[src/rtl/lbc_pkg.sv]
package lbc_pkg;
  localparam int LINE_BYTES = 16;
  localparam int LINE_BITS  = LINE_BYTES * 8;

  typedef enum logic [2:0] {
    ST_IDLE,
    ST_ADDR,
    ST_SETUP,
    ST_WAIT,
    ST_DATA,
    ST_NEXT
  } lbc_state_e;

  // log2 of beats per longword for a port width code
  function automatic logic [1:0] width_shift(input logic [1:0] code);
    case (code)
      2'd1:    return 2'd1;
      2'd2:    return 2'd2;
      default: return 2'd0;
    endcase
  endfunction
endpackage

[src/rtl/lbc_addr_gen.sv]
module lbc_addr_gen #(
  parameter int AW = 32
) (
  input  logic [AW-5:0] line_base,
  input  logic [1:0]    start_lw,
  input  logic [3:0]    beat,
  input  logic [1:0]    sh,
  output logic [AW-1:0] addr,
  output logic [1:0]    lw_pos,
  output logic [1:0]    sub,
  output logic          last_beat
);
  logic [1:0] step;
  logic [1:0] byte_off;
  logic [1:0] sub_max;

  always_comb begin
    case (sh)
      2'd1: begin
        step     = beat[2:1];
        sub      = {1'b0, beat[0]};
        byte_off = {beat[0], 1'b0};
        sub_max  = 2'd1;
      end
      2'd2: begin
        step     = beat[3:2];
        sub      = beat[1:0];
        byte_off = beat[1:0];
        sub_max  = 2'd3;
      end
      default: begin
        step     = beat[1:0];
        sub      = 2'd0;
        byte_off = 2'd0;
        sub_max  = 2'd0;
      end
    endcase
    lw_pos    = start_lw + step;
    addr      = {line_base, lw_pos, byte_off};
    last_beat = (step == 2'd3) && (sub == sub_max);
  end
endmodule

[src/rtl/lbc_rd_pack.sv]
module lbc_rd_pack (
  input  logic        clk,
  input  logic        rst_n,
  input  logic        capture,
  input  logic [1:0]  sh,
  input  logic [1:0]  sub,
  input  logic [31:0] lane_in,
  output logic        rd_valid,
  output logic [31:0] rd_data
);
  logic [31:0] acc_q;
  logic [31:0] merged;
  logic        word_end;

  always_comb begin
    merged = acc_q;
    case (sh)
      2'd1:    merged[{sub[0], 4'b0000} +: 16] = lane_in[15:0];
      2'd2:    merged[{sub, 3'b000} +: 8]      = lane_in[7:0];
      default: merged = lane_in;
    endcase
    case (sh)
      2'd1:    word_end = sub[0];
      2'd2:    word_end = (sub == 2'd3);
      default: word_end = 1'b1;
    endcase
  end

  always_ff @(posedge clk or negedge rst_n) begin
    if (!rst_n) begin
      acc_q    <= '0;
      rd_valid <= 1'b0;
      rd_data  <= '0;
    end else begin
      rd_valid <= capture && word_end;
      if (capture) acc_q <= merged;
      if (capture && word_end) rd_data <= merged;
    end
  end

  AST_RD_SINGLE_PULSE: assert property (@(posedge clk) disable iff (!rst_n)
    rd_valid |=> !rd_valid);
endmodule

[src/rtl/lbc_wr_lane.sv]
module lbc_wr_lane #(
  parameter int LB = 128
) (
  input  logic [LB-1:0] line,
  input  logic [1:0]    lw_pos,
  input  logic [1:0]    sub,
  input  logic [1:0]    sh,
  output logic [31:0]   wdata
);
  logic [31:0] word;

  always_comb begin
    word = line[{lw_pos, 5'b00000} +: 32];
    case (sh)
      2'd1:    wdata = {16'h0000, word[{sub[0], 4'b0000} +: 16]};
      2'd2:    wdata = {24'h000000, word[{sub, 3'b000} +: 8]};
      default: wdata = word;
    endcase
  end
endmodule

[src/rtl/lbc_burst_ctrl.sv]
module lbc_burst_ctrl
  import lbc_pkg::*;
#(
  parameter int AW     = 32,
  parameter int WAIT_W = 4
) (
  input  logic                 clk,
  input  logic                 rst_n,
  input  logic                 req_valid,
  output logic                 req_ready,
  input  logic                 req_write,
  input  logic [AW-1:2]        req_addr,
  input  logic [LINE_BITS-1:0] req_wdata,
  input  logic                 cfg_burst_rd,
  input  logic                 cfg_burst_wr,
  input  logic [1:0]           cfg_port_w,
  input  logic [WAIT_W-1:0]    cfg_wait,
  output logic                 rd_valid,
  output logic [31:0]          rd_data,
  output logic                 done,
  output logic [AW-1:0]        bus_addr,
  output logic                 bus_cs_n,
  output logic                 bus_oe_n,
  output logic                 bus_we_n,
  output logic [31:0]          bus_wdata,
  input  logic [31:0]          bus_rdata,
  input  logic                 bus_ta_n
);
  lbc_state_e           st_q;
  logic                 wr_q;
  logic                 burst_q;
  logic [1:0]           sh_q;
  logic [WAIT_W-1:0]    wait_q;
  logic [WAIT_W-1:0]    wcnt_q;
  logic [AW-5:0]        base_q;
  logic [1:0]           start_q;
  logic [3:0]           beat_q;
  logic [LINE_BITS-1:0] line_q;
  logic                 done_q;

  logic [1:0] lw_pos;
  logic [1:0] sub;
  logic       last_beat;
  logic       ack;

  assign ack = (st_q == ST_DATA) && !bus_ta_n;

  lbc_addr_gen #(.AW(AW)) u_addr (
    .line_base (base_q),
    .start_lw  (start_q),
    .beat      (beat_q),
    .sh        (sh_q),
    .addr      (bus_addr),
    .lw_pos    (lw_pos),
    .sub       (sub),
    .last_beat (last_beat)
  );

  lbc_wr_lane #(.LB(LINE_BITS)) u_wr (
    .line   (line_q),
    .lw_pos (lw_pos),
    .sub    (sub),
    .sh     (sh_q),
    .wdata  (bus_wdata)
  );

  lbc_rd_pack u_rd (
    .clk      (clk),
    .rst_n    (rst_n),
    .capture  (ack && !wr_q),
    .sh       (sh_q),
    .sub      (sub),
    .lane_in  (bus_rdata),
    .rd_valid (rd_valid),
    .rd_data  (rd_data)
  );

  always_ff @(posedge clk or negedge rst_n) begin
    if (!rst_n) begin
      st_q    <= ST_IDLE;
      wr_q    <= 1'b0;
      burst_q <= 1'b0;
      sh_q    <= 2'd0;
      wait_q  <= '0;
      wcnt_q  <= '0;
      base_q  <= '0;
      start_q <= 2'd0;
      beat_q  <= 4'd0;
      line_q  <= '0;
      done_q  <= 1'b0;
    end else begin
      done_q <= 1'b0;
      case (st_q)
        ST_IDLE: if (req_valid) begin
          wr_q    <= req_write;
          burst_q <= req_write ? cfg_burst_wr : cfg_burst_rd;
          sh_q    <= width_shift(cfg_port_w);
          wait_q  <= cfg_wait;
          base_q  <= req_addr[AW-1:4];
          start_q <= req_addr[3:2];
          line_q  <= req_wdata;
          beat_q  <= 4'd0;
          st_q    <= ST_ADDR;
        end
        ST_ADDR: st_q <= ST_SETUP;
        ST_SETUP, ST_NEXT: begin
          wcnt_q <= wait_q;
          st_q   <= (wait_q == '0) ? ST_DATA : ST_WAIT;
        end
        ST_WAIT: begin
          wcnt_q <= wcnt_q - 1'b1;
          if (wcnt_q <= 1) st_q <= ST_DATA;
        end
        ST_DATA: if (!bus_ta_n) begin
          if (last_beat) begin
            st_q   <= ST_IDLE;
            done_q <= 1'b1;
          end else begin
            beat_q <= beat_q + 4'd1;
            st_q   <= burst_q ? ST_NEXT : ST_ADDR;
          end
        end
        default: st_q <= ST_IDLE;
      endcase
    end
  end

  assign req_ready = (st_q == ST_IDLE);
  assign done      = done_q;
  assign bus_cs_n  = (st_q == ST_IDLE) || (st_q == ST_ADDR);
  assign bus_oe_n  = bus_cs_n || wr_q;
  assign bus_we_n  = bus_cs_n || !wr_q;

  AST_ACCEPT_GOES_BUSY: assert property (@(posedge clk) disable iff (!rst_n)
    (req_valid && req_ready) |=> !req_ready);
  AST_LINE_BASE_FIXED: assert property (@(posedge clk) disable iff (!rst_n)
    (!bus_cs_n && !done) |=> (bus_addr[AW-1:4] == $past(bus_addr[AW-1:4])));
  AST_BURST_CS_HELD: assert property (@(posedge clk) disable iff (!rst_n)
    (burst_q && ack && !last_beat) |=> !bus_cs_n);
  AST_SINGLE_RELEASE: assert property (@(posedge clk) disable iff (!rst_n)
    (!burst_q && ack && !last_beat) |=> (bus_cs_n && bus_oe_n && bus_we_n));
  AST_ADDR_HOLD_NO_ACK: assert property (@(posedge clk) disable iff (!rst_n)
    ((st_q == ST_DATA) && bus_ta_n) |=> ($stable(bus_addr) && !bus_cs_n));
  AST_DONE_ONE_CLOCK: assert property (@(posedge clk) disable iff (!rst_n)
    done |=> !done);
  AST_DONE_AFTER_LAST: assert property (@(posedge clk) disable iff (!rst_n)
    (ack && last_beat) |=> (done && req_ready));
endmodule

[config.mk]
export PLATFORM = sky130hd
export DESIGN_NAME = lbc_burst_ctrl
export DESIGN_NICKNAME = d
export VERILOG_FILES = /design/src/rtl/lbc_pkg.sv /design/src/rtl/lbc_addr_gen.sv /design/src/rtl/lbc_rd_pack.sv /design/src/rtl/lbc_wr_lane.sv /design/src/rtl/lbc_burst_ctrl.sv
export SDC_FILE = /design/constraint.sdc
export NUM_CORES = 1
export LEC_CHECK = 0
export CELL_PAD_IN_SITES_DETAIL_PLACEMENT = 0
export CELL_PAD_IN_SITES_GLOBAL_PLACEMENT = 2
export CORE_ASPECT_RATIO = 1.5
export CORE_UTILIZATION = 32
export CTS_BUF_LIST = sky130_fd_sc_hd__clkbuf_4
export DETAILED_ROUTE_END_ITERATION = 6
export MAX_ROUTING_LAYER = met4
export PLACE_DENSITY = 0.84
export SLEW_MARGIN = 40
export SYNTH_ARGS = -nofsm -noshare
export SYNTH_HDL_FRONTEND = slang
export SYNTH_SLANG_ARGS = --single-unit
[constraint.sdc]
create_clock -name clk -period 6 [get_ports clk]
set_clock_uncertainty 0.15 [all_clocks]
set_input_delay 0.6 -clock clk [delete_from_list [all_inputs] [get_ports clk]]
set_output_delay 0.6 -clock clk [all_outputs]
set_load 0.01 [all_outputs]
; Word level (Yosys, flattened, before mapping)
; Index checks and enable logic that the tools add are counted.
[classes]
muxes = 26
n_addsub = 5
reduce_logical = 17
n_shift = 7
n_eq_ne = 16
order_cmp = 1
[op_table]
columns = cell, count
row1 = $pmux 32 s2, 2
row2 = $shiftx 128x8->32, 1
row3 = $bwmux 32, 2
row4 = $shift 16x7->32 const A, 1
row5 = $shift 8x7->32 const A, 1
row6 = $shiftx 16x7->32, 1
row7 = $shiftx 32x6->16, 1
row8 = $shiftx 32x6->8, 1
row9 = $shiftx 8x7->32, 1
row10 = $pmux 2 s2, 5
row11 = $mux 3, 6
row12 = $pmux 4 s2, 2
row13 = $pmux 3 s5, 1
row14 = $neg 5->7, 2
row15 = $mux 4, 3
row16 = $eq 2x2->1 const B, 4
row17 = $ne 2x2->1 const B, 4
row18 = $eq 3x2->1 const B, 2
row19 = $eq 3x3->1 const B, 2
row20 = $add 4x1->4 const B, 1
row21 = $eq 2x1->1 const B, 2
row22 = $le 4x1->1 const B, 1
row23 = $logic_and 1x1->1, 4
row24 = $logic_not 4->1, 1
row25 = 14 further kinds, 21
[word_totals]
ff_bits = 243
output_inout_bits = 102
word_cells = 86
input_bits = 203

; Logic depth before layout (Yosys ltp)
[logic_depth]
depth_word = 7
depth_mapped = 16
depth_no_buf = 13

; Hierarchy
; A second synthesis with hierarchy kept.
[hier_totals]
cells_unflattened = 1007
area_unflattened_um2 = 12774.8
[modules_own_cells]
columns = module, cells_each, seq_area_each_um2, area_each_um2, n_inst
row1 = lbc_burst_ctrl, 467, 4454.3, 7175.6, 1
row2 = lbc_rd_pack, 344, 1626.6, 3464.6, 1
row3 = lbc_wr_lane, 144, 0.0, 1751.7, 1
row4 = lbc_addr_gen, 52, 0.0, 382.9, 1

; Least setup slack after synthesis
; Ideal clock, no wire load.
[synth_path]
path_kind = reg2out
startpoint = reg sh_q[0]
endpoint = out bus_wdata[1]
path_stages_with_launch = 15
setup_slack_ns = 2.097
required_time_ns = 5.250
t_arrival_ns = 3.153
path_buffers = 5
cell_sequence = dfrtp_1 -> inv_1 -> ha_1 -> buf_2 -> inv_2 -> buf_2 -> o21ai_1 -> inv_1 -> ha_1 -> buf_2 -> buf_4 -> buf_2 -> mux4_1 -> a22oi_1 -> nand2_1
[synth_via]
elab_chain_len = 6
elab_cells_between_ends = 9
classes_between = 1 x add/sub / 2 x eq/ne / 3 x shift / 3 x mux
[synth_lines]
columns = item, line
row1 = start: declaration, lbc_burst_ctrl.sv:32  ; logic [1:0] sh_q;
row2 = start signal: assignment, lbc_burst_ctrl.sv:97  ; sh_q <= width_shift(cfg_port_w);
row3 = $eq 2x2->1 or $eq 2x1->1 (tied branches), lbc_addr_gen.sv:18  ; case (sh)
row4 = $pmux 2 s2 (*), lbc_addr_gen.sv:18
row5 = $add 2x2->2 (*), lbc_addr_gen.sv:38  ; lw_pos = start_lw + step;
row6 = net bus_addr[2], lbc_burst_ctrl.sv:21  ; output logic [AW-1:0] bus_addr,
row7 = $shiftx 128x8->32 (*), lbc_wr_lane.sv:13  ; word = line[{lw_pos, 5'b00000} +: 32];
row8 = $shiftx 32x6->8 or $shiftx 32x6->16 (tied branches), "lbc_wr_lane.sv:16, lbc_wr_lane.sv:15"
row9 = $pmux 32 s2 (*), lbc_wr_lane.sv:14  ; case (sh)
row10 = end: declaration, lbc_burst_ctrl.sv:25  ; output logic [31:0] bus_wdata,
; The timed path passes the listed nets; every way through them passes the cells marked *.

; Worst setup path after layout
[layout_path]
startpoint = reg sh_q[0]
endpoint = out bus_wdata[3]
[layout_via]
elab_chain_len = 6
elab_cells_between_ends = 9
classes_between = 1 x add/sub / 2 x eq/ne / 3 x shift / 3 x mux
[layout_lines]
columns = item, line
row1 = $eq 2x2->1 or $eq 2x1->1 (tied branches), "lbc_addr_gen.sv:18, lbc_wr_lane.sv:14"
row2 = $pmux 2 s2, lbc_addr_gen.sv:18
row3 = $add 2x2->2, lbc_addr_gen.sv:38
row4 = $shiftx 128x8->32, lbc_wr_lane.sv:13
row5 = $shiftx 32x6->8 or $shiftx 32x6->16 (tied branches), "lbc_wr_lane.sv:16, lbc_wr_lane.sv:15"
row6 = $pmux 32 s2 (*), lbc_wr_lane.sv:14
; Mark *: on every way between the ends. The rest lies on a longest branch, timed or not.

==> out/metrics.cfg <==
[cts]
root_buffer = clkbuf_4
clkSinkCount = 243
cts.path.max_buffers = 3
cts_buffers = 61
cts_max_level = 2
cts_tree = yes
clk_latency_ps = 730
clk_pin_slew_ps = 60

[finish]
final_core_util_pct = 44.09
fin_cells = 2161
fillers = 3740
syn2layout_area_growth_pct = 35.73
regArea_mm2 = 0.006081
drive_gt1_share_pct = 9.916
fin_nets = 1852
layout_commonest_cell = nand2_1
layout_common_cells = nand2_1 (590), clkdlybuf4s50_1 (303), dfrtp_1 (243), clkbuf_4 (86), nor2_1 (60)
multi_input_area_mm2 = 0.005472

[timing]
fmax_mhz = 179.5
hold_violations = 0
drv_slew = 0
worst_slew_pin_slew_ps = 834.3
relSlewSlack_pct = 44.24
timing.final.crit_share_pct = 92.84
rsz0062_at_grt = no
tns_ps = 0
hold_ws_ps = 247.4
finalSetupViolations = 0
period_minus_slack_ps = 5570

[route]
drtIter0Drc = 533
m1WireLength_um = 15530
remaining_drc_errors = 0
drtAntennaViolNets = 0
met2_length_um = 21890
wirelength_um = 40540
wl_met3_um = 2020
wl_per_cell_um = 18.76
dr.pass1.iters = 5
via_count = 10550
routed_via_density = 4.882
top_layer = met4

[placement]
gp_congestion = 0.8185
portBuffers = 304
dp_cells = 2050
dp_hpwl_um = 29240

[critical_path]
crit_path_end_kind = output pin
crit_type = flip-flop to output pin
arrival_ps = 4820
path_max_fanout = 42
required_ps = 5250
worstSetupStartpointType = flip-flop
r2r_slack_ps = 1600

[floorplanning]
rows = 86
initial_core_util_pct = 32.49
die-area_mm2 = 0.03804
die_w_um = 159.6
core_area_mm2 = 0.03669
dieHeight_um = 238.4
ioPinCount = 305

[synth]
ys.warnings.count = 0
synth-edff-count = 0
synth_top_area_cell = dfrtp_1
synth.distinct_cells = 64
synthTopCellsByArea = dfrtp_1 (51%), nand2_1 (19%), mux4_2 (5.1%), mux2i_1 (2.7%), nor2_1 (1.9%)
netlist_instances = 1331
syn-num-nets = 1545
synth_area_mm2 = 0.01192
syn_avg_cell_area_um2 = 8.956
ys_ff_latch = 243
synth-async-reset-ratio_pct = 100.0
synth_ff_type = dfrtp_1
synth_top_area_share_pct = 51.01
ys_seq_area_share_pct = 51.01

[global_routing]
grt_max_degree = 153
grt_antenna_before_repair = 3
grt_usage_pct = 22.22
grt_pass1_vias = 10930
grt_pass1_wl_um = 62820
grt_overflow = 0

[power_and_ir_drop]
pwr_density_cell_mw_per_mm2 = 677.2
vdd_drop_max_uv = 467.5
p_leak_nw = 7.545
total_power_mw = 10.96

[flow_run]
cap_violations = 0

[worst_hold_path]
min_path_type = primary input to flip-flop

[status]
outcome = completed

==> power by group <==
| part | internal, mW | total (mW) | leakage (nW) | switching [mW] |
|---|---|---|---|---|
| Sequential | 2.39 | 2.94 | 3.05 | 0.553 |
| Combinational | 3.19 | 6.69 | 4.07 | 3.50 |
| Clock | 0.650 | 1.32 | 0.428 | 0.672 |
| Total | 6.23 | 11.0 | 7.55 | 4.73 |
==> critical path, cell delays in order, from the launching register on <==
cell	delay (ps)
dfrtp_1	390
inv_1	90
ha_1	300
buf_4	350
inv_2	60
o21ai_1	210
inv_1	100
ha_4	740
buf_4	310
mux4_2	520
mux2i_1	160
a2bb2oi_1	110
o211ai_1	120
nand2_1	130
clkdlybuf4s50_1	500
==> kinds of logic after synthesis <==
kind of cell	count (synthesis)	share of synthesized area (%)
compound gates	192	10.68
xor+xnor	4	0.5144
fa+ha+maj	11	1.155
buf+inv	95	3.464
flops	243	51.01
mux	70	9.100
simple gates	716	24.08
==> final timing paths <==
kind	start	to	depth (start not counted)
max	sh_q[0]$_DFFE_PN0P_	bus_wdata[3]	14
min	req_wdata[30]	line_q[30]$_DFFE_PN0P_	3
max reg2reg	sh_q[0]$_DFFE_PN0P_	u_rd.acc_q[11]$_DFFE_PN0P_	14
min reg2reg	line_q[81]$_DFFE_PN0P_	line_q[81]$_DFFE_PN0P_	2
max in group asynchronous	rst_n	line_q[79]$_DFFE_PN0P_	4
min in group asynchronous	rst_n	base_q[24]$_DFFE_PN0P_	2
==> routing by layer <==
metal | vias up | track usage (%)
met5 | - | -
met4 | 0 | 7.663
met3 | 61 | 3.442
met2 | 319 | 40.10
met1 | 5080 | 24.80
li1 | 5089 | -
==> synthesized netlist by cell type, types with 2 or more instances <==
master	n
nand2_1	591
inv_1	8
mux2_1	3
o211ai_1	4
xor2_1	2
nand4_1	2
a22oi_1	16
o21ai_1	38
inv_2	5
o221ai_1	5
nor2_1	60
buf_2	15
buf_6	4
a222oi_1	7
ha_1	11
clkbuf_1	58
a221oi_1	8
nor3_1	6
buf_4	2
o21a_1	4
mux2_2	5
a211oi_1	6
dfrtp_1	243
nand3b_1	3
o31ai_1	5
mux4_1	2
nor2b_1	7
mux4_2	27
buf_1	3
nand3_1	10
o22ai_1	3
o21ai_0	32
and2_0	2
mux2i_1	32
a2bb2oi_1	2
nand2b_1	4
a221o_1	9
a22o_1	8
and2_1	20
a21oi_1	35
==> cell type report <==
type,count,share of cell area (%)
Sequential cell,243,37.58
Multi-Input combinational cell,994,33.82
Timing Repair Buffer,325,20.18
Clock buffer,86,3.990
Tap cell,484,3.743
Clock inverter,13,0.3325
Inverter,13,0.3016
Antenna cell,3,0.04640
==> stage by stage <==
step	worst slack (ps)	cell area [um^2]
5_1_grt	3.155	16180
2_1_floorplan	2097	11920
3_3_place_gp	876.2	15350
3_5_place_dp	794.0	15360
4_1_cts	228.6	16090
6_report	429.8	16180
==> sequential cells by signal, summed over array words and instances, names as in the netlist <==
signal         cells
st_q               3
wr_q               1
u_rd.rd_data      32
base_q            28
u_rd.rd_valid      1
start_q            2
wait_q             4
u_rd.acc_q        32
line_q           128
beat_q             4
sh_q               2
done               1
burst_q            1
wcnt_q             4
==> what timing repair did <==
| action | CTS | global route |
|---|---|---|
| cloned | 1 | 0 |
| hold endpoints to repair | 91 | 0 |
| pin swaps | 1 | 1 |
| setup buffers | 0 | 5 |
| hold buffers | 1 | 0 |
| endpoints found under the setup margin | 1 | 2 |
| resized for setup | 0 | 0 |
(Power assumes the default switching activity.)
